### config.mk
export PLATFORM = sky130hd
export DESIGN_NAME = nco_timebase
export DESIGN_NICKNAME = d
export VERILOG_FILES = /design/src/rtl/nco_pkg.sv /design/src/rtl/nco_accum.sv /design/src/rtl/nco_regif.sv /design/src/rtl/nco_tap.sv /design/src/rtl/nco_timebase.sv
export SDC_FILE = /design/constraint.sdc
export NUM_CORES = 1
export LEC_CHECK = 0
export BUFFER_PORTS_ARGS = -buffer_cell sky130_fd_sc_hd__buf_2
export CORE_ASPECT_RATIO = 1.25
export CORE_MARGIN = 2
export CORE_UTILIZATION = 52
export DETAILED_ROUTE_END_ITERATION = 8
export GPL_TIMING_DRIVEN = 0
export PLACE_DENSITY_LB_ADDON = 0.1
export SLEW_MARGIN = 0
export SYNTH_ARGS = -nofsm -noshare
export SYNTH_HDL_FRONTEND = slang
export SYNTH_SLANG_ARGS = --single-unit
### constraint.sdc
create_clock -name clk -period 3.55 [get_ports clk]
set_clock_uncertainty 0.2 [all_clocks]
set_input_delay 0.71 -clock clk [delete_from_list [all_inputs] [get_ports clk]]
set_output_delay 0.71 -clock clk [all_outputs]
set_load 0.005 [all_outputs]
### src/rtl/nco_pkg.sv
package nco_pkg;
  // word select codes seen at the register port
  typedef enum logic [1:0] {
    WSEL_LOW = 2'd0,
    WSEL_MID = 2'd1,
    WSEL_TOP = 2'd2,
    WSEL_INC = 2'd3
  } wsel_e;
endpackage

### src/rtl/nco_accum.sv
module nco_accum
  import nco_pkg::*;
#(
  parameter int LO_W    = 32,
  parameter int MID_W   = 32,
  parameter int TOP_W   = 8,
  parameter int INC_W   = 32,
  parameter int REG_W   = 32,
  parameter logic [INC_W-1:0] INC_NOM = 32'h8000_0000,
  localparam int ACC_W  = LO_W + MID_W + TOP_W
) (
  input  logic             clk,
  input  logic             rst_n,
  input  logic             wr,
  input  wsel_e            sel,
  input  logic [REG_W-1:0] wdata,
  output logic [ACC_W-1:0] acc,
  output logic [INC_W-1:0] inc
);
  localparam int MID_LSB = LO_W;
  localparam int TOP_LSB = LO_W + MID_W;

  logic             word_wr;
  logic [ACC_W-1:0] sum;
  logic [ACC_W-1:0] acc_nxt;

  assign word_wr = wr && (sel != WSEL_INC);
  // single wide adder: carries ripple through every word in one cycle
  assign sum     = acc + ACC_W'(inc);

  always_comb begin
    acc_nxt = sum;
    if (word_wr) begin
      acc_nxt = acc;
      unique case (sel)
        WSEL_LOW: acc_nxt[LO_W-1:0]        = wdata[LO_W-1:0];
        WSEL_MID: acc_nxt[MID_LSB +: MID_W] = wdata[MID_W-1:0];
        WSEL_TOP: acc_nxt[TOP_LSB +: TOP_W] = wdata[TOP_W-1:0];
        default:  acc_nxt = acc;
      endcase
    end
  end

  always_ff @(posedge clk) begin
    if (!rst_n) begin
      acc <= '0;
      inc <= INC_NOM;
    end else begin
      acc <= acc_nxt;
      if (wr && sel == WSEL_INC) inc <= wdata[INC_W-1:0];
    end
  end
endmodule

### src/rtl/nco_regif.sv
module nco_regif
  import nco_pkg::*;
#(
  parameter int LO_W   = 32,
  parameter int MID_W  = 32,
  parameter int TOP_W  = 8,
  parameter int INC_W  = 32,
  parameter int REG_W  = 32,
  localparam int ACC_W = LO_W + MID_W + TOP_W
) (
  input  logic             clk,
  input  logic             rst_n,
  input  logic             rd,
  input  wsel_e            sel,
  input  logic [ACC_W-1:0] acc,
  input  logic [INC_W-1:0] inc,
  output logic [REG_W-1:0] rdata,
  output logic [MID_W-1:0] snap_mid
);
  logic [TOP_W-1:0] snap_top;
  logic [REG_W-1:0] rmux;

  always_comb begin
    unique case (sel)
      WSEL_LOW: rmux = REG_W'(acc[LO_W-1:0]);
      WSEL_MID: rmux = REG_W'(snap_mid);
      WSEL_TOP: rmux = REG_W'(snap_top);
      default:  rmux = REG_W'(inc);
    endcase
  end

  always_ff @(posedge clk) begin
    if (!rst_n) begin
      rdata    <= '0;
      snap_mid <= '0;
      snap_top <= '0;
    end else if (rd) begin
      rdata <= rmux;
      if (sel == WSEL_LOW) begin
        snap_mid <= acc[LO_W +: MID_W];
        snap_top <= acc[LO_W+MID_W +: TOP_W];
      end
    end
  end
endmodule

### src/rtl/nco_tap.sv
module nco_tap #(
  parameter int LO_W   = 32,
  parameter int MID_W  = 32,
  parameter int TOP_W  = 8,
  parameter int FRAC_W = 28,
  parameter int TS_W   = 32,
  localparam int ACC_W = LO_W + MID_W + TOP_W,
  localparam int INT_W = ACC_W - FRAC_W
) (
  input  logic [ACC_W-1:0] acc,
  output logic [TS_W-1:0]  ts_ns,
  output logic [INT_W-1:0] now_ns,
  output logic [MID_W-1:0] coarse
);
  assign ts_ns  = acc[FRAC_W +: TS_W];
  assign now_ns = acc[ACC_W-1:FRAC_W];
  assign coarse = acc[LO_W +: MID_W];
endmodule

### src/rtl/nco_timebase.sv
module nco_timebase
  import nco_pkg::*;
#(
  parameter int LO_W    = 32,
  parameter int MID_W   = 32,
  parameter int TOP_W   = 8,
  parameter int INC_W   = 32,
  parameter int FRAC_W  = 28,
  parameter int TS_W    = 32,
  parameter int REG_W   = 32,
  parameter logic [INC_W-1:0] INC_NOM = 32'h8000_0000,
  localparam int ACC_W  = LO_W + MID_W + TOP_W,
  localparam int INT_W  = ACC_W - FRAC_W
) (
  input  logic             clk,
  input  logic             rst_n,
  input  logic             reg_wr,
  input  logic             reg_rd,
  input  logic [1:0]       reg_sel,
  input  logic [REG_W-1:0] reg_wdata,
  output logic [REG_W-1:0] reg_rdata,
  output logic [TS_W-1:0]  ts_ns,
  output logic [INT_W-1:0] now_ns,
  output logic [MID_W-1:0] coarse_time
);
  wsel_e            sel;
  logic [ACC_W-1:0] acc_q;
  logic [INC_W-1:0] inc_q;
  logic [MID_W-1:0] snap_mid;

  assign sel = wsel_e'(reg_sel);

  nco_accum #(
    .LO_W(LO_W), .MID_W(MID_W), .TOP_W(TOP_W),
    .INC_W(INC_W), .REG_W(REG_W), .INC_NOM(INC_NOM)
  ) u_accum (
    .clk(clk), .rst_n(rst_n), .wr(reg_wr), .sel(sel),
    .wdata(reg_wdata), .acc(acc_q), .inc(inc_q)
  );

  nco_regif #(
    .LO_W(LO_W), .MID_W(MID_W), .TOP_W(TOP_W),
    .INC_W(INC_W), .REG_W(REG_W)
  ) u_regif (
    .clk(clk), .rst_n(rst_n), .rd(reg_rd), .sel(sel),
    .acc(acc_q), .inc(inc_q), .rdata(reg_rdata), .snap_mid(snap_mid)
  );

  nco_tap #(
    .LO_W(LO_W), .MID_W(MID_W), .TOP_W(TOP_W),
    .FRAC_W(FRAC_W), .TS_W(TS_W)
  ) u_tap (
    .acc(acc_q), .ts_ns(ts_ns), .now_ns(now_ns), .coarse(coarse_time)
  );
endmodule

# == Word-level counts from Yosys, hierarchy flattened ==
# Index checks and enable logic that the tools add are counted.
# word_totals
inputBits,38
register_bits,176
word_cells,24
# op_classes
n_mux,5
add_sub_neg,1
n_eq_ne,7
reduce_logical,4
# ops
op,n
one-hot mux 32 bit (3 select lines),1
adder 72 x 32 -> 72 bit,1
2-to-1 mux 72 bit,1
2-to-1 mux 32 bit,2
2-to-1 mux 8 bit,1
"inequality test 2 bit, second input constant",4
"equality test 2 bit, second input constant",2
"equality test 2 x 1 -> 1 bit, second input constant",1
logical AND 1 bit,2
logical NOT 2 bit,1
AND reduction 2 bit,1

# == Logic depth before layout (Yosys ltp) ==
# depth
ltp_word,3
ltp_mapped,12

# == Cells and area by module ==
# From an unflattened synthesis, not the netlist that was laid out.
# unflattened
cells_unflattened,1398
hier_area_um2,11014.3
# modules_own_cells
mod,n_inst,seq_area_each_um2,area_each_um2,cells_each
nco_accum,1,2082.0,6946.7,932
nco_regif,1,1441.4,3256.9,358
nco_tap,1,0.0,810.8,108

# == Worst setup path after synthesis ==
# OpenSTA, ideal clock, no wires.
# synth_timing
path_type,reg2reg
startpoint,register u_accum.acc[0]
endpoint,register u_accum.acc[40]
path_stages_with_launch,12
period_less_slack_ps,3078
path_buffers,1
slack_ps,472
arrival_time_ps,2756
path_cell_list,dfxtp_1 ha_1 fa_1 a211oi_1 o21ai_0 a22oi_2 and3b_1 o311a_1 buf_2 and3_1 nor3b_1 a221o_1
# synth_via
elab_chain_len,2
# synth_lines
item,line_no,rtl
"start, declared",nco_accum.sv:17,"output logic [ACC_W-1:0] acc,"
"start signal, assigned",nco_accum.sv:49,acc <= acc_nxt;
adder 72 x 32 -> 72 bit,nco_accum.sv:29,assign sum = acc + ACC_W'(inc);
2-to-1 mux 72 bit,nco_accum.sv:33,if (word_wr) begin
# No other way between the ends.
# A chain may end at the register's enable or synchronous reset.

# == Worst setup path after layout ==
# layout_timing
startpoint,input port reg_sel[0]
endpoint,register u_accum.acc[38]
# layout_via
elab_chain_len,3
elab_cells_between_ends,5
cone_classes,3 x eq/ne; 1 x mux; 1 x reduce/logical
# layout_lines
item,line_no,rtl
"start, declared",nco_timebase.sv:19,"input logic [1:0] reg_sel,"
inequality test 2 bit,nco_accum.sv:27,assign word_wr = wr && (sel != WSEL_INC);
logical AND 1 bit,nco_accum.sv:27,
inequality test 2 bit (no source line) / 2-to-1 mux 72 bit (equally long branches),n/a,
# Several ways; a longest one is shown, not always the timed one.

==> impl_metrics.py <==
metrics = {
    "run_status": {
        "run_status": "finished, violations left",
        "violations": "negative setup slack",
    },
    "critical_path": {
        "required_ns": 3.71,
        "slowest_delay_ns": 0.65,
        "crit_family": "buffers and inverters",
        "worstSetupPathType": "input pin to flip-flop",
        "cp-end-kind": "flip-flop",
        "path_cells": "clkbuf_1, and2_1, clkbuf_1, nor2b_1, clkbuf_1, clkbuf_1, nor2_1, a221oi_1",
        "cp.arrival_ns": 3.72,
        "r2r_slack_ns": 0.02,
        "reg2reg_depth": 11,
        "cp_max_fo": 10,
        "regToRegEndpoint": "u_accum.acc[45]",
        "rr_startpoint": "u_accum.inc[27]",
        "startpoint_type": "input pin",
        "path_buf_inv": 4,
        "path_common_cell": "clkbuf_1",
        "slowest_stage": "clkbuf_1",
    },
    "clock_network": {
        "root_buffer": "clkbuf_16",
        "clkSinkCount": 176,
        "clk_pin_slew_worst_paths_ns": 0.08,
        "cts-buffers-inserted": 17,
        "clock_path_buffers": 2,
        "cts_tree": "done",
        "worst_skew_pair.late_latency_ns": 0.45,
        "cts_max_level": 4,
        "cts_hold_buf": 0,
    },
    "power_and_ir_drop": {
        "powerDensity_nw_per_um2": 405,
        "pwr-share-seq_pct": 42.5,
        "combPwrFrac_pct": 18.1,
        "leakage_nw": 5.44,
        "p_int_mw": 3.54,
        "clkPwrFrac_pct": 39.4,
        "peakVddDrop_mv": 0.372,
        "swShare_pct": 31.4,
        "power_switching_mw": 1.62,
    },
    "global_route": {
        "grt_use_total_pct": 36.1,
        "grt_pass1_vias": 10384,
        "grt_overflow_total": 0,
        "antenna_found_initial": 1,
        "grt_max_degree": 19,
        "grt_pass1_wl_mm": 60.1,
    },
    "final_layout": {
        "fin_util_pct": 62.8,
        "syn2layout_area_growth_pct": 17.9,
        "finalNonFillerCells": 1889,
        "drive_gt1_share_pct": 22.6,
        "finalNetCount": 1676,
    },
    "synthesis": {
        "synthArstFlopShare_pct": 0,
        "syn_inst": 1407,
        "postSynthAreaPerCell_um2": 7.66,
        "syn_area_um2": 10800,
        "synth_top_family_by_area": "simple AND/OR/NAND/NOR gates",
        "synth_most_common_cell": "nand2_1",
        "synth_flop_cell": "dfxtp_1",
        "synth_nets": 1478,
        "ys_seq_elements": 176,
        "synth-compound-area-share_pct": 21.7,
        "synth_common_cells": "nand2_1 (272), dfxtp_1 (176), a21oi_1 (154), nor2_1 (113), buf_4 (109)",
        "synth.largest_area_cell": "dfxtp_1",
        "synth_top_area_share_pct": 32.7,
        "synth_edf_count": 0,
        "yosys.area_share.adder_pct": 3.90,
        "yosys_warnings": 0,
        "synth_xor_area_share_pct": 3.09,
        "yosysSeqAreaShare_pct": 32.7,
        "synth_mux_area_share_pct": 5.04,
        "synth-simple-area-share_pct": 22.2,
        "yosysUniqueCellTypes": 75,
        "synth.area.top_cells": "dfxtp_1 (33%), nand2_1 (9.5%), buf_4 (7.6%)",
    },
    "placed_design": {
        "port_buffers": 176,
        "place_inst": 1853,
        "dp_hpwl_mm": 30.4,
        "place.gp.congestion": 0.968,
    },
    "sta": {
        "tightest_slew_ns": 0.964,
        "fin_crit_ns": 3.57,
        "hold_viol": 0,
        "slew_viol_final": 0,
        "slew_headroom_pct": 35.7,
        "rsz0062_at_grt": "true",
        "max_freq_mhz": 280,
        "worst_slack_ns": -0.0159,
        "finalCritPeriodShare_pct": 100,
        "finalSetupViolCount": 3,
    },
    "drt": {
        "drtPass1Iterations": 5,
        "drcViolationCount": 0,
        "vias": 11302,
        "detail_route.wl_per_cell_um": 21.4,
        "drtIter0Drc": 1023,
        "wirelength_mm": 40.5,
        "ant_nets": 0,
        "viasPerCell": 5.98,
    },
    "die": {
        "die-area_um2": 21900,
        "ios": 178,
        "core_region_area_um2": 20200,
        "die_y_um": 165,
        "die_w_um": 133,
        "start_util_pct": 53.3,
        "rows": 58,
    },
    "min_path": {
        "min_to": "u_regif.snap_mid[3]",
        "min_path_type": "flip-flop to flip-flop",
        "hp-start": "u_regif.snap_mid[3]",
        "hold_depth": 2,
    },
    "run": {
        "cap_violations": 0,
    },
}
-- placed cells by master (no fill, tap or decap), drive strengths merged, types with 4 or more instances in the layout --
master  Yosys  routed
or2         5       5
o21bai      6       6
o21ai      48      48
mux4        8       8
nor2b       6       6
o211ai      4       4
a211oi     28      28
a22oi      14      14
o311ai      6       6
a21oi     154     154
o22ai      12      12
inv        13      20
buf       121     300
mux2i      34      34
clkbuf     82      99
or3        13      13
nor2      113     113
a31oi       7       7
and2       20      20
a221oi     14      14
a21o       12      12
nor4        7       7
xnor2      22      22
ha         32      32
dfxtp     176     176
a311oi     22      22
nand4      23      23
nand3      31      31
nor3        6       6
o31ai       6       6
and3       18      18
nand2     273     273
xor2       16      16
-- through the flow --
step	hold slack, ns	instance area, µm²	setup WS [ns]	total power [mW]	setup TNS [ns]
final	0.260	12700	-0.0159	5.15	-0.0187
after global routing	0.270	12700	-0.00627	5.29	-0.00627
after CTS	0.259	12600	0.0238	5.11	0
after detailed placement	0.245	12000	-0.362	3.13	-7.85
after global placement	0.240	12000	-0.364	3.13	-6.55
after floorplan	0.233	10800	0.472	2.78	0
-- how the worst max path moves through the flow --
stage / from / end / slack, ns / cells past startpoint
final: reg_sel[0] / u_accum.acc[38] / -0.02 / 8
after detailed placement: u_accum.acc[0] / u_accum.acc[54] / -0.36 / 10
after global placement: u_accum.acc[0] / u_accum.acc[58] / -0.36 / 10
after CTS: u_accum.inc[27] / u_accum.acc[45] / 0.02 / 11
after floorplan: u_accum.acc[0] / u_accum.acc[40] / 0.47 / 11
after global routing: u_accum.acc[23] / u_accum.acc[45] / -0.006 / 11
-- layout make-up --
type                            count  area [µm²]
Fill cell                        1920        7530
Multi-Input combinational cell   1015        6100
Sequential cell                   176        3520
Buffer                            203        1190
Timing Repair Buffer              179         901
Clock buffer                       17         425
Tap cell                          270         338
Clock inverter                     15         193
Inverter                           13        48.8
Antenna cell                        1        2.50
-- worst register-to-register path: stages (launching register included) --
cell and delay, ns:
dfxtp_1 0.34, ha_2 0.41, nand2_2 0.11, or4_4 0.59, nor4_4 0.28, o31ai_2 0.19, a221oi_4 0.43, buf_6 0.21
buf_4 0.19, nand3_1 0.09, a221oi_1 0.32, nor2_1 0.08
-- power groups by stage --
stage	combinational (mW)	clock (mW)	sequential, mW
finish	0.931	2.03	2.19
global route	1.01	2.09	2.20
CTS	0.910	2.02	2.19
floorplan	0.590	0	2.19
detailed placement	0.903	0	2.23
global placement	0.897	0	2.23
-- routing by layer --
metal	track usage (%)	wire (µm)	vias to the layer above
li1	-	-	5274
met1	44.3	16000	5290
met2	60.7	18900	628
met3	9.02	4090	110
met4	14.6	1510	0
met5	0	0	-
-- flip-flops by register name, indices dropped and copies added (netlist names) --
name              flops
u_accum.acc          72
u_accum.inc          32
u_regif.rdata        32
u_regif.snap_mid     32
u_regif.snap_top      8
-- logic make-up (layout without fill, tap and decap cells) --
family,after synthesis,count (layout)
other,0,1
DFF,176,176
AOI/OAI and AO/OA,366,366
xor gates and xnor gates,38,38
adders and majority gates,33,33
buffers and inverters,216,427
muxes,44,44
and+or+nand+nor,534,534
-- repair_timing --
| item | 4_1_cts | 5_1_grt |
|---|---|---|
| gates cloned | 0 | 1 |
| gates resized for setup | 6 | 14 |
| pin swaps | 1 | 2 |
| setup buffers | 0 | 2 |
| setup endpoints to repair | 12 | 22 |
(Power assumes the default switching activity.)
